$ cat src/rtl/l2sw_pkg.sv
package l2sw_pkg;
  localparam int unsigned NUM_FN  = 4;
  localparam int unsigned NUM_PRT = NUM_FN + 1;
  localparam int unsigned FN_W    = $clog2(NUM_FN);
  localparam int unsigned SRC_W   = $clog2(NUM_PRT);
  localparam int unsigned LINK_BIT = NUM_FN;
  localparam int unsigned GRP_BIT  = 40;
  typedef logic [NUM_PRT-1:0] mask_t;
endpackage

$ cat src/rtl/l2sw_cam.sv
module l2sw_cam
  import l2sw_pkg::*;
#(
  parameter int unsigned TBL_LOG2 = 3,
  parameter int unsigned MAC_W    = 48
) (
  input  logic             clk_i,
  input  logic             rst_ni,
  input  logic             wr_en_i,
  input  logic [MAC_W-1:0] wr_mac_i,
  input  logic [FN_W-1:0]  wr_fn_i,
  output logic             wr_reject_o,
  input  logic [MAC_W-1:0] lk_mac_i,
  output logic             lk_hit_o,
  output logic [FN_W-1:0]  lk_fn_o
);
  localparam int unsigned DEPTH = 1 << TBL_LOG2;
  localparam int unsigned IDX_W = (TBL_LOG2 > 0) ? TBL_LOG2 : 1;

  logic [DEPTH-1:0] vld_q;
  logic [MAC_W-1:0] mac_q [DEPTH];
  logic [FN_W-1:0]  fn_q  [DEPTH];
  logic [DEPTH-1:0] lk_match, wr_match;

  for (genvar g = 0; g < DEPTH; g++) begin : g_match
    assign lk_match[g] = vld_q[g] && (mac_q[g] == lk_mac_i);
    assign wr_match[g] = vld_q[g] && (mac_q[g] == wr_mac_i);
  end

  always_comb begin
    lk_fn_o = '0;
    for (int i = 0; i < DEPTH; i++)
      if (lk_match[i]) lk_fn_o = lk_fn_o | fn_q[i];
  end
  assign lk_hit_o = |lk_match;

  logic             wr_hit, free_any;
  logic [IDX_W-1:0] hit_idx, free_idx, tgt_idx;

  always_comb begin
    hit_idx  = '0;
    free_idx = '0;
    for (int i = DEPTH - 1; i >= 0; i--) begin
      if (wr_match[i]) hit_idx  = IDX_W'(i);
      if (!vld_q[i])   free_idx = IDX_W'(i);
    end
  end
  assign wr_hit      = |wr_match;
  assign free_any    = ~&vld_q;
  assign tgt_idx     = wr_hit ? hit_idx : free_idx;
  assign wr_reject_o = wr_en_i && !wr_hit && !free_any;

  always_ff @(posedge clk_i or negedge rst_ni) begin
    if (!rst_ni) begin
      vld_q <= '0;
      for (int i = 0; i < DEPTH; i++) begin
        mac_q[i] <= '0;
        fn_q[i]  <= '0;
      end
    end else if (wr_en_i && (wr_hit || free_any)) begin
      vld_q[tgt_idx] <= 1'b1;
      mac_q[tgt_idx] <= wr_mac_i;
      fn_q[tgt_idx]  <= wr_fn_i;
    end
  end

  AST_UNIQUE_MATCH: assert property (@(posedge clk_i) disable iff (!rst_ni)
    $onehot0(lk_match));
  AST_FULL_KEEP: assert property (@(posedge clk_i) disable iff (!rst_ni)
    wr_reject_o |=> $stable(vld_q) && (&vld_q));
endmodule

$ cat src/rtl/l2sw_decide.sv
module l2sw_decide
  import l2sw_pkg::*;
#(
  parameter int unsigned MAC_W = 48
) (
  input  logic [MAC_W-1:0] mac_i,
  input  logic [SRC_W-1:0] src_i,
  input  logic             hit_i,
  input  logic [FN_W-1:0]  hit_fn_i,
  output mask_t            mask_o
);
  logic from_link, is_grp;
  assign from_link = (src_i >= SRC_W'(NUM_FN));
  assign is_grp    = mac_i[GRP_BIT];

  always_comb begin
    mask_o = '0;
    if (is_grp) begin
      mask_o[NUM_FN-1:0] = '1;
      if (!from_link) mask_o[src_i[FN_W-1:0]] = 1'b0;
    end else if (hit_i) begin
      if (from_link || (hit_fn_i != src_i[FN_W-1:0])) mask_o[hit_fn_i] = 1'b1;
    end else if (!from_link) begin
      mask_o[LINK_BIT] = 1'b1;
    end
  end
endmodule

$ cat src/rtl/l2sw_top.sv
module l2sw_top
  import l2sw_pkg::*;
#(
  parameter int unsigned TBL_LOG2 = 3,  // 5-bit log2 size field
  parameter int unsigned MAC_W    = 48
) (
  input  logic             clk_i,
  input  logic             rst_ni,
  input  logic             lkp_valid_i,
  output logic             lkp_ready_o,
  input  logic [47:0]      lkp_mac_i,
  input  logic [2:0]       lkp_src_i,
  output logic             res_valid_o,
  input  logic             res_ready_i,
  output logic [4:0]       res_mask_o,
  input  logic             cmd_valid_i,
  input  logic [1:0]       cmd_fn_i,
  input  logic [47:0]      cmd_mac_i,
  output logic             cmd_err_o
);
  logic            hit, reject;
  logic [FN_W-1:0] hit_fn;
  mask_t           mask_d, mask_q;
  logic            vld_q, err_q, grp_q;
  logic [SRC_W-1:0] src_q;
  logic            accept;

  l2sw_cam #(.TBL_LOG2(TBL_LOG2), .MAC_W(MAC_W)) u_cam (
    .clk_i       (clk_i),
    .rst_ni      (rst_ni),
    .wr_en_i     (cmd_valid_i),
    .wr_mac_i    (cmd_mac_i),
    .wr_fn_i     (cmd_fn_i),
    .wr_reject_o (reject),
    .lk_mac_i    (lkp_mac_i),
    .lk_hit_o    (hit),
    .lk_fn_o     (hit_fn)
  );

  l2sw_decide #(.MAC_W(MAC_W)) u_decide (
    .mac_i    (lkp_mac_i),
    .src_i    (lkp_src_i),
    .hit_i    (hit),
    .hit_fn_i (hit_fn),
    .mask_o   (mask_d)
  );

  assign lkp_ready_o = !vld_q || res_ready_i;
  assign accept      = lkp_valid_i && lkp_ready_o;

  always_ff @(posedge clk_i or negedge rst_ni) begin
    if (!rst_ni) begin
      vld_q  <= 1'b0;
      mask_q <= '0;
      src_q  <= '0;
      grp_q  <= 1'b0;
      err_q  <= 1'b0;
    end else begin
      err_q <= reject;
      if (accept) begin
        vld_q  <= 1'b1;
        mask_q <= mask_d;
        src_q  <= lkp_src_i;
        grp_q  <= lkp_mac_i[GRP_BIT];
      end else if (res_ready_i) begin
        vld_q <= 1'b0;
      end
    end
  end

  assign res_valid_o = vld_q;
  assign res_mask_o  = mask_q;
  assign cmd_err_o   = err_q;

  AST_RES_HOLD: assert property (@(posedge clk_i) disable iff (!rst_ni)
    res_valid_o && !res_ready_i |=> res_valid_o && $stable(res_mask_o));
  AST_NO_ECHO: assert property (@(posedge clk_i) disable iff (!rst_ni)
    res_valid_o && (src_q < SRC_W'(NUM_FN)) |-> !res_mask_o[src_q[FN_W-1:0]]);
  AST_GRP_NO_LINK: assert property (@(posedge clk_i) disable iff (!rst_ni)
    res_valid_o && grp_q |-> !res_mask_o[LINK_BIT]);
  AST_UC_SINGLE: assert property (@(posedge clk_i) disable iff (!rst_ni)
    res_valid_o && !grp_q |-> $onehot0(res_mask_o));
  AST_ERR_PULSE: assert property (@(posedge clk_i) disable iff (!rst_ni)
    cmd_err_o && !$past(cmd_valid_i) |-> 1'b0);
endmodule

$ cat config.mk
export PLATFORM = sky130hd
export DESIGN_NAME = l2sw_top
export DESIGN_NICKNAME = d
export VERILOG_FILES = /design/src/rtl/l2sw_pkg.sv /design/src/rtl/l2sw_cam.sv /design/src/rtl/l2sw_decide.sv /design/src/rtl/l2sw_top.sv
export SDC_FILE = /design/constraint.sdc
export NUM_CORES = 1
export LEC_CHECK = 0
export ABC_AREA = 0
export BUFFER_PORTS_ARGS = -buffer_cell sky130_fd_sc_hd__buf_2
export CAP_MARGIN = 0
export CORE_MARGIN = 2
export CORE_UTILIZATION = 55
export DETAILED_ROUTE_END_ITERATION = 12
export PLACE_DENSITY = 0.76
export SLEW_MARGIN = 5
export SYNTH_ARGS = -nofsm -noshare
export SYNTH_HDL_FRONTEND = slang
export SYNTH_SLANG_ARGS = --single-unit
$ cat constraint.sdc
create_clock -name clk_i -period 4.56 [get_ports clk_i]
set_clock_uncertainty 0.05 [all_clocks]
set_input_delay 0.228 -clock clk_i [delete_from_list [all_inputs] [get_ports clk_i]]
set_output_delay 0.228 -clock clk_i [all_outputs]
set_load 0.02 [all_outputs]
==> metrics.md, run 1 <==
| Metric | Value |
|---|---|
| Data arrival time of the worst path | around 4.4 ns |
| Worst path required time | 5.02 ns |
| Most common cell on crit path | buf_4 |
| Largest net degree at the start of global routing | 116 |
| Layout area overhead | 13.52% |
| Most frequent cells in the layout | 415 x dfrtp_1, 388 x xor2_1, 302 x xnor2_1, 302 x mux2_2, 120 x nor4_1 |
| # clock sinks | slightly above 400 |
| Dpl cell area | 26850 um2 |
| Core ar. | roughly 45000 um2 |
| EDFF count, synth | 0 |
| Vias in the first global route | slightly above 20000 |
| Syn Nets | ~2300 |
| GRT Residual Overflow | 0 |
| CP top delay family | simple AND/OR/NAND/NOR gates |
| Via count | 19588 |
| Die area | between 40000 and 50000 um2 |
| Measured slew at the worst slew-check pin | 1.152 ns |
| Top cells by area, synth | dfrtp_1 41%, mux2_2 14%, xor2_1 14%, xnor2_1 11%, nor4_1 3.0% |
| Hold-fix buffers, CTS | 10 |
| ANT nets after route | 0 |
| Share of cells above drive strength 1 | ~29% |
| VDD IR max | about 460 uV |
| Post-synthesis cell type count | just over 60 |
| Crit path largest cell delay | approximately 0.52 ns |
| Post-synth top area share | between 40% and 50% |
| Final worst path period need | 3.954 ns |
| # IOs | between 100 and 150 |
| Placed Cells | about 2900 |
| Max H-tree Level | 2 |
| Setup Buffers After CTS | 0 |
| Die width | approximately 220 um |
| Number of synthesized register bits | 415 |
| Asr flop ratio synth | 100.0% |
| YS warnings | 0 |
| Row count | roughly 80 |
| Pre-CTS WS | ~0.44 ns |
| WP buf/inv | 4 |
| Leakage | about 12 nW |
| Post-layout nets | ~2400 |
| P per Cell Area | around 710 nW/um2 |
| Max Slew Vio Count | 0 |
| Total GRT Usage | 47.23% |
| Gpl congestion | 1.048 |
| Fin Hold WS | roughly 0.013 ns |
| FILL cells | 3678 |
| Post-route cell area | approximately 29000 um2 |
| DR WL/cell | 37.37 um |
| Die H | ~220 um |
| Initial Util | between 50% and 60% |
| Highest clock rate | between 200 and 300 MHz |
| Antenna violations before repair | 3 |
| Status | complete, no violations |
| Max_cap viols | 0 |
| First-pass GRT wire length | approximately 150 mm |
| Final hold viol count | 0 |
| Clock Path Buffers | 3 |
| PortBufs | 113 |
| RSZ-0062 raised after global routing | no |
| Clock root buffer | clkbuf_16 |
| Total length of routed wires | around 110 mm |
| Hold Crit Class | input pin to register |
| PostCTS Resize Cnt | 0 |
| Avg Inst Size Synth | 11.35 um2 |
| Via density | 6.600 |
| CP max FO | 22 |
| # setup viols final | 0 |
| Setup tns final | 0 ns |
| Setup crit start kind | register |
| Sequential fraction of the synthesis area | between 40 and 50% |
| Pre-antenna DRT Iters | 6 |
| Skew-Pair Late Insertion Delay | between 0.6 and 0.7 ns |
| Syn Std Cell Area | 25170 um2 |
| CTS tree | done |
| Worst Setup Path Type | register to register |
| Finished Layout Cells | roughly 3000 |
| Prevailing post-synth register cell | dfrtp_1 |
| HPWL Detailed | approximately 80 mm |
| Max_slew headroom | between 20% and 30% |
| Worst-path clk slew | 0.06 ns |
| Area leader, netlist | dfrtp_1 |
| Critical Path End Type | register |
| Final Cycle Share | 86.72% |
| DR iter-0 viols | ~2400 |
| Crit-path slowest cell | xnor2_1 |
| Drc violations | 0 |
| Commonest non-fill, non-tap cell in the layout | dfrtp_1 |
| Syn Inst Count | around 2200 |
| Setup ws final | 0.6057 ns |
| Worst-path cell chain | xnor2_1 > nand4_1 > nor4_1 > buf_4 > nand3_1 > nor3_1 > buf_4 > nor3b_1 > a211oi_1 > buf_4 > and3_2 > buf_12 > mux2_2 |
| Cts bufs inserted | 47 |
## metal layers
metal | wire, um | vias up | track usage [%] | share of wire (%)
li1 | - | 7896 | - | -
met1 | 40680 | 10006 | 56.57 | 37
met2 | 47370 | 1251 | 70.13 | 43
met3 | 11160 | 433 | 13.33 | 10
met4 | 11690 | 2 | 40.23 | 11
met5 | 9 | - | 0 | 0.0081
## through the flow
| step | util, % | total power [mW] |
|---|---|---|
| 5_1_grt | 63.10 | 20.98 |
| 4_1_cts | 63.10 | 20.03 |
| 6_report | 63.10 | 20.23 |
| 2_1_floorplan | - | 12.99 |
| 3_5_place_dp | 59.29 | 15.94 |
| 3_3_place_gp | 59.29 | 15.74 |
## cell usage after synthesis, drive strengths merged, types with 25 or more instances
cell / number
nand3: 26
nand4: 98
nor4: 121
mux2: 375
mux2i: 25
clkbuf: 58
dfrtp: 415
xor2: 388
o22ai: 32
buf: 128
xnor2: 302
inv: 80
## power by group
group / leakage [nW] / internal [mW] / switching (mW)
clock: 0.818 / 2.35 / 1.71
sequential: 4.97 / 5.52 / 2.33
combinational: 6.61 / 4.36 / 3.96
## logic make-up after synthesis
group	synth area share, %
DFF	41.26
muxes	18.49
xor gates and xnor gates	24.01
AOI/OAI and AO/OA	3.509
buffers and inverters	5.010
and+or+nand+nor	7.729
## flip-flops by register name (all words and copies together) (netlist names)
signal and count:
cmd_err_o 1, res_mask_o 5, res_valid_o 1, u_cam.fn_q 16
u_cam.mac_q 384, u_cam.vld_q 8
## worst reg2reg max path, stage by stage, from the launching register on
cell	delay [ns]
dfrtp_1	0.41
xnor2_1	0.53
nand4_1	0.21
nor4_1	0.24
buf_4	0.20
nand3_1	0.15
nor3_1	0.29
buf_4	0.18
nor3b_1	0.08
a211oi_1	0.40
buf_4	0.20
and3_2	0.32
buf_12	0.21
mux2_2	0.37
## final timing paths
kind,from,end,slack [ns],cells past startpoint
worst max-delay path,u_cam.mac_q[182]$_DFFE_PN0P_,u_cam.mac_q[142]$_DFFE_PN0P_,0.61,13
worst min-delay path,cmd_mac_i[44],u_cam.mac_q[380]$_DFFE_PN0P_,0.01,2
worst max register to register,u_cam.mac_q[182]$_DFFE_PN0P_,u_cam.mac_q[142]$_DFFE_PN0P_,0.61,13
min in group asynchronous,rst_ni,u_cam.mac_q[374]$_DFFE_PN0P_,0.19,2
max in group asynchronous,rst_ni,u_cam.mac_q[176]$_DFFE_PN0P_,3.10,3
worst min register to register,res_mask_o[0]$_DFFE_PN0P_,res_mask_o[0]$_DFFE_PN0P_,0.45,2
## final cells by class
cell class                      instances  area [um2]  share of cell area (%)
Antenna cell                            1       2.502                0.008757
Clock buffer                           64        1370                   4.795
Clock inverter                         22       255.2                  0.8932
Inverter                               80       300.3                   1.051
Multi-Input combinational cell       1536       13560                   47.44
Sequential cell                       415       10390                   36.34
Tap cell                              600       750.7                   2.627
Timing Repair Buffer                  250        1954                   6.839
No activity file was read; power rests on OpenSTA's default activity.
==> inputs of run 2 (changes only) <==
--- a/config.mk
+++ b/config.mk
@@ -12,6 +12,7 @@
 export CORE_UTILIZATION = 55
 export DETAILED_ROUTE_END_ITERATION = 12
 export PLACE_DENSITY = 0.76
+export RECOVER_POWER = 100
 export SLEW_MARGIN = 5
 export SYNTH_ARGS = -nofsm -noshare
 export SYNTH_HDL_FRONTEND = slang
==> run 2 against run 1 <==
The flow now finishes with violations (capacitance limit, slew limit). Worst hold slack worse by 0.0037 ns. Utilization down 0.79 points. Non-clock buffer count unchanged. Critical path type unchanged.
==> metrics.md, run 2 (synthesis gave the netlist of run 1 again) <==
| Metric | Value |
|---|---|
| Status | complete, but fails checks |
| Failing checks | capacitance limit, slew limit |
| Commonest non-fill, non-tap cell in the layout | dfrtp_1 |
| Max Slew Vio Count | 422 |
| Total GRT Usage | a little under half |
| WP buf/inv | 2 |
| Cts bufs inserted | 47 |
| Worst-path cell chain | xor2_1 > nor4_1 > nand3_1 > or4_1 > a21boi_0 > and4_4 > a21oi_1 > buf_4 > nand3_1 > clkbuf_4 > mux2_2 |
| Final hold viol count | 0 |
| Highest clock rate | around 230 MHz |
| Max_cap viols | 4 |
| Fin Hold WS | about 0.0096 ns |
| Via count | between 15000 and 20000 |
| Row count | slightly below 80 |
| Data arrival time of the worst path | 4.72 ns |
| Skew-Pair Late Insertion Delay | roughly 0.63 ns |
| Core ar. | between 40000 and 50000 um2 |
| # IOs | about 110 |
| Max H-tree Level | 2 |
| # clock sinks | 415 |
| Total length of routed wires | between 100 and 150 mm |
| Leakage | ~12 nW |
| Final Cycle Share | a little over nine tenths |
| Clock Path Buffers | 3 |
| Most common cell on crit path | nand3_1 |
| PostCTS Resize Cnt | 0 |
| Setup tns final | 0 ns |
| Crit-path slowest cell | xor2_1 |
| Die area | 47490 um2 |
| # setup viols final | 0 |
| CP top delay family | simple AND/OR/NAND/NOR gates |
| Share of cells above drive strength 1 | 26.15% |
| Measured slew at the worst slew-check pin | between 2 and 2.5 ns |
| Placed Cells | roughly 2900 |
| ANT nets after route | 0 |
| GRT Residual Overflow | 0 |
| Most frequent cells in the layout | 415 x dfrtp_1, 388 x xor2_1, 302 x xnor2_1, 302 x mux2_2, 120 x nor4_1 |
| Worst Setup Path Type | register to register |
| Post-layout nets | between 2000 and 2500 |
| Worst-path clk slew | 0.06 ns |
| Post-route cell area | roughly 28000 um2 |
| PortBufs | approximately 110 |
| CP max FO | 50 |
| DR WL/cell | 37.39 um |
| Via density | roughly 6.6 |
| Antenna violations before repair | 4 |
| RSZ-0062 raised after global routing | no |
| Max_slew headroom | -56.10% |
| Initial Util | 55.59% |
| FILL cells | approximately 3800 |
| Gpl congestion | about 1.0 |
| Drc violations | 0 |
| CTS tree | done |
| Final worst path period need | 4.287 ns |
| Clock root buffer | clkbuf_16 |
| HPWL Detailed | between 80 and 90 mm |
| Largest Register | u_cam.mac_q |
| Layout area overhead | 12.10% |
| Finished Layout Cells | 2968 |
| Max FFs per register | around 380 |
| Crit path largest cell delay | 0.73 ns |
| DR iter-0 viols | around 2200 |
| Die H | approximately 220 um |
| Worst path required time | 4.99 ns |
| Largest net degree at the start of global routing | 116 |
| Die width | between 200 and 250 um |
| P per Cell Area | 704.5 nW/um2 |
| Critical Path End Type | register |
| Hold Crit Class | input pin to register |
| Top Registers | u_cam.mac_q (384), u_cam.fn_q (16), u_cam.vld_q (8) |
| Pre-antenna DRT Iters | 5 |
| First-pass GRT wire length | 152.8 mm |
| Setup crit start kind | register |
| Dpl cell area | 26850 um2 |
| VDD IR max | 458.1 uV |
| Vias in the first global route | between 20000 and 25000 |
==> run 2: power breakdown <==
part	switching [mW]	internal, mW
combinational	3.91	4.06
clock	1.71	2.35
sequential	2.33	5.52
total	7.95	11.9
==> run 2: final cells by class <==
class / count / area [um2] / share of cell area, %
clock buffer: 64 / 1370 / 4.855
inverter: 80 / 300.3 / 1.064
timing repair buffer: 250 / 1790 / 6.345
sequential: 415 / 10390 / 36.80
multi-input combinational: 1536 / 13360 / 47.36
tap: 600 / 750.7 / 2.661
clock inverter: 22 / 255.2 / 0.9046
antenna: 1 / 2.502 / 0.008868
==> run 2: worst register-to-register path: stages (launching register included) <==
cell and delay, ns:
dfrtp_1 0.45, xor2_1 0.73, nor4_1 0.12, nand3_1 0.30, or4_1 0.29, a21boi_0 0.43, and4_4 0.32, a21oi_1 0.07
buf_4 0.15, nand3_1 0.05, clkbuf_4 0.70, mux2_2 0.49
==> run 2: final timing paths <==
path	startpoint	to	slack (ns)	cells after the start
min in group asynchronous	rst_ni	u_cam.mac_q[374]$_DFFE_PN0P_	0.81	2
setup / recovery	u_cam.mac_q[298]$_DFFE_PN0P_	u_cam.mac_q[152]$_DFFE_PN0P_	0.27	11
setup reg to reg	u_cam.mac_q[298]$_DFFE_PN0P_	u_cam.mac_q[152]$_DFFE_PN0P_	0.27	11
hold / removal	cmd_mac_i[44]	u_cam.mac_q[380]$_DFFE_PN0P_	0.01	2
hold reg to reg	res_mask_o[0]$_DFFE_PN0P_	res_mask_o[0]$_DFFE_PN0P_	0.45	2
max in group asynchronous	rst_ni	u_cam.mac_q[8]$_DFFE_PN0P_	0.73	3
==> run 2: repair_timing <==
action,CTS,global route
endpoints found under the setup margin,0,0
buffers inserted,0,0
hold buffers,10,0
endpoints found under the hold margin,101,0
==> run 2: per-stage QoR <==
stage                     setup WS (ns)  power [mW]  util (%)
after global routing             0.2385       20.63     62.31
after global placement           0.4703       15.74     59.29
after CTS                        0.6230       20.03     63.10
final                            0.2726       19.88     62.31
after floorplan                   1.577       12.99         -
after detailed placement         0.4419       15.94     59.29
==> run 2: per-layer routing <==
metal	global-route usage, %	part of all wire, %	wire, um
met1	56.57	37	40670
met2	70.13	43	47240
met3	13.33	10	11090
met4	40.23	11	11970
met5	0	0	0
==> inputs of run 3 (changes only) <==
--- a/config.mk
+++ b/config.mk
@@ -8,11 +8,14 @@
 export ABC_AREA = 0
 export BUFFER_PORTS_ARGS = -buffer_cell sky130_fd_sc_hd__buf_2
 export CAP_MARGIN = 0
+export CELL_PAD_IN_SITES_DETAIL_PLACEMENT = 2
+export CELL_PAD_IN_SITES_GLOBAL_PLACEMENT = 2
 export CORE_MARGIN = 2
-export CORE_UTILIZATION = 55
+export CORE_UTILIZATION = 46
 export DETAILED_ROUTE_END_ITERATION = 12
-export PLACE_DENSITY = 0.76
+export PLACE_DENSITY = 0.9
 export RECOVER_POWER = 100
+export REMOVE_ABC_BUFFERS = 1
 export SLEW_MARGIN = 5
 export SYNTH_ARGS = -nofsm -noshare
 export SYNTH_HDL_FRONTEND = slang
==> run 3 against run 2 <==
The flow finishes with violations (capacitance limit, slew limit, setup timing). Critical path depth did not move. Via count rose by 14%. Global-route usage rose by 6.9 points. Register-to-register slack got worse by 0.30 ns. Critical endpoint is now u_cam.fn_q[5]$_DFFE_PN0P_. Fmax fell by 6.6%. Flip-flop and latch count did not move.
==> metrics.md, run 3 (synthesis gave the netlist of run 1 again) <==
| Metric | Value |
|---|---|
| Total GRT Usage | 54.13% |
| First-pass GRT wire length | 207.1 mm |
| Critical Path End Type | register |
| Share of cells above drive strength 1 | 27.44% |
| Vias in the first global route | 24270 |
| Via count | 22354 |
| Hold Crit Class | input pin to register |
| Post-route cell area | between 20000 and 30000 um2 |
| Data arrival time of the worst path | approximately 5 ns |
| Via density | 7.106 |
| Post-layout nets | approximately 2500 |
| Top Registers | u_cam.mac_q (384), u_cam.fn_q (16), u_cam.vld_q (8) |
| Internal | around 12 mW |
| Worst Setup Path Type | register to register |
| Measured slew at the worst slew-check pin | approximately 3.5 ns |
| Total length of routed wires | about 150 mm |
| Clock Path Buffers | 3 |
| Final Util | between 50% and 60% |
| Crit path largest cell delay | a little over 0.9 ns |
| Setup ws final | -0.03232 ns |
| Fin Hold WS | roughly 0.059 ns |
| Crit-path slowest cell | nor4_1 |
| Failing checks | capacitance limit, slew limit, setup timing |
| Worst path required time | between 5 and 6 ns |
| Most frequent cells in the layout | 415 x dfrtp_1, 387 x xor2_1, 301 x xnor2_1, 282 x mux2_2, 139 x buf_4 |
| Gpl congestion | roughly 1.0 |
| Largest net degree at the start of global routing | 117 |
| Clock root buffer | clkbuf_16 |
| # clock sinks | ~420 |
| Flop pwr share | between 30% and 40% |
| Register Area | approximately 10000 um2 |
| Max_cap viols | 2 |
| CTS tree | done |
| Die area | 56610 um2 |
| Clk pwr share | 19.0% |
| Setup Buffers After CTS | 0 |
| GRT Residual Overflow | 0 |
| Final worst path period need | approximately 4.6 ns |
| # setup viols final | 15 |
| Setup crit start kind | register |
| Worst-path clk slew | about 0.060 ns |
| Overall power | roughly 22 mW |
| HPWL Detailed | about 100 mm |
| Drc violations | 0 |
| Cts bufs inserted | 50 |
| DR iter-0 viols | approximately 2800 |
| Max FFs per register | between 300 and 400 |
| Max Slew Vio Count | 116 |
| RSZ-0062 raised after global routing | no |
| Highest clock rate | 217.8 MHz |
| VDD IR max | between 400 and 500 uV |
| Final hold viol count | 0 |
| Skew-Pair Late Insertion Delay | ~0.63 ns |
| Antenna violations before repair | 18 |
| Largest Register | u_cam.mac_q |
| PortBufs | 113 |
| Max H-tree Level | 2 |
| Area of the multi-input gates | 13460 um2 |
| ANT nets after route | 0 |
| Leakage | between 10 and 15 nW |
| Dpl cell area | about 27000 um2 |
| Switching portion of total power | a little under half |
| Status | complete, but fails checks |
| Core ar. | about 54000 um2 |
| Max_slew headroom | -132.8% |
| Net switching power | around 10 mW |
| Pre-antenna DRT Iters | 6 |
| FILL cells | ~5300 |
| Worst-path cell chain | xnor2_1 > nand4_1 > nor4_1 > nand3_1 > a2bb2o_1 > nor3b_1 > a211oi_1 > clkbuf_1 > and3_2 > buf_12 > mux2_2 |
| Row count | between 80 and 90 |
| Final Cycle Share | 100.7% |
| Comb pwr share | between 40% and 50% |
| DR WL/cell | between 40 and 50 um |
| # IOs | about 110 |
| Die width | roughly 240 um |
| Commonest non-fill, non-tap cell in the layout | dfrtp_1 |
| FF-to-FF setup slack | -0.03 ns |
| Setup tns final | -0.1779 ns |
| Initial Util | a little under half |
| Die H | ~240 um |
| CP max FO | 23 |
| Layout area overhead | 14.95% |
| P per Cell Area | 772.0 nW/um2 |
==> run 3: power by group through the flow <==
stage	registers, mW	logic (mW)	clock network (mW)
floorplan	7.10	5.69	0
global placement	7.76	8.65	0
detailed placement	8.02	9.15	0
CTS	8.13	9.59	4.21
global route	8.36	9.94	4.34
finish	8.36	9.73	4.25
==> run 3: worst max-delay path: cells and delay by family, from the launching register on <==
family / cells / cell delay [ns]
buffers and inverters: 2 / 0.45
AO/OA/AOI/OAI: 2 / 0.72
AND/OR/NAND/NOR: 5 / 2.08
flip-flops: 1 / 0.47
multiplexers: 1 / 0.39
XOR/XNOR: 1 / 0.27
==> run 3: area by class of cell <==
cell class                 count  share of cell area, %
antenna                       12                 0.1038
timing repair buffer         317                  7.831
clock inverter                14                 0.5319
tap                          696                  3.010
sequential                   415                  35.89
clock buffer                  76                  5.081
inverter                      80                  1.038
multi-input combinational   1536                  46.51
==> run 3: worst paths after layout <==
check / cells past startpoint / start / end
min: 2 / cmd_mac_i[5] / u_cam.mac_q[53]$_DFFE_PN0P_
max: 11 / u_cam.mac_q[56]$_DFFE_PN0P_ / u_cam.fn_q[5]$_DFFE_PN0P_
max reg2reg: 11 / u_cam.mac_q[56]$_DFFE_PN0P_ / u_cam.fn_q[5]$_DFFE_PN0P_
max in group asynchronous: 3 / rst_ni / u_cam.mac_q[265]$_DFFE_PN0P_
min in group asynchronous: 2 / rst_ni / u_cam.mac_q[129]$_DFFE_PN0P_
min reg2reg: 1 / u_cam.fn_q[14]$_DFFE_PN0P_ / u_cam.fn_q[14]$_DFFE_PN0P_
==> run 3: through the flow <==
step	worst slack, ns	cells
after floorplan	-0.07253	2031
after global placement	0.07809	3033
after detailed placement	0.05533	3033
after CTS	0.3642	3134
after global routing	0.007613	3135
final	-0.03232	3146
==> run 3: timing repair <==
| item | CTS | global route |
|---|---|---|
| hold buffers | 11 | 0 |
| endpoints found under the hold margin | 127 | 0 |
| endpoints found under the setup margin | 0 | 239 |
| gates resized for setup | 0 | 2 |
==> run 3: layer usage <==
metal  track usage (%)  wire length, um  vias to the layer above
li1                  -                -                     8042
met1             58.67            50480                    11425
met2             79.59            64260                     1964
met3             20.53            17970                      913
met4             55.02            19280                       10
met5                 0              105                        -
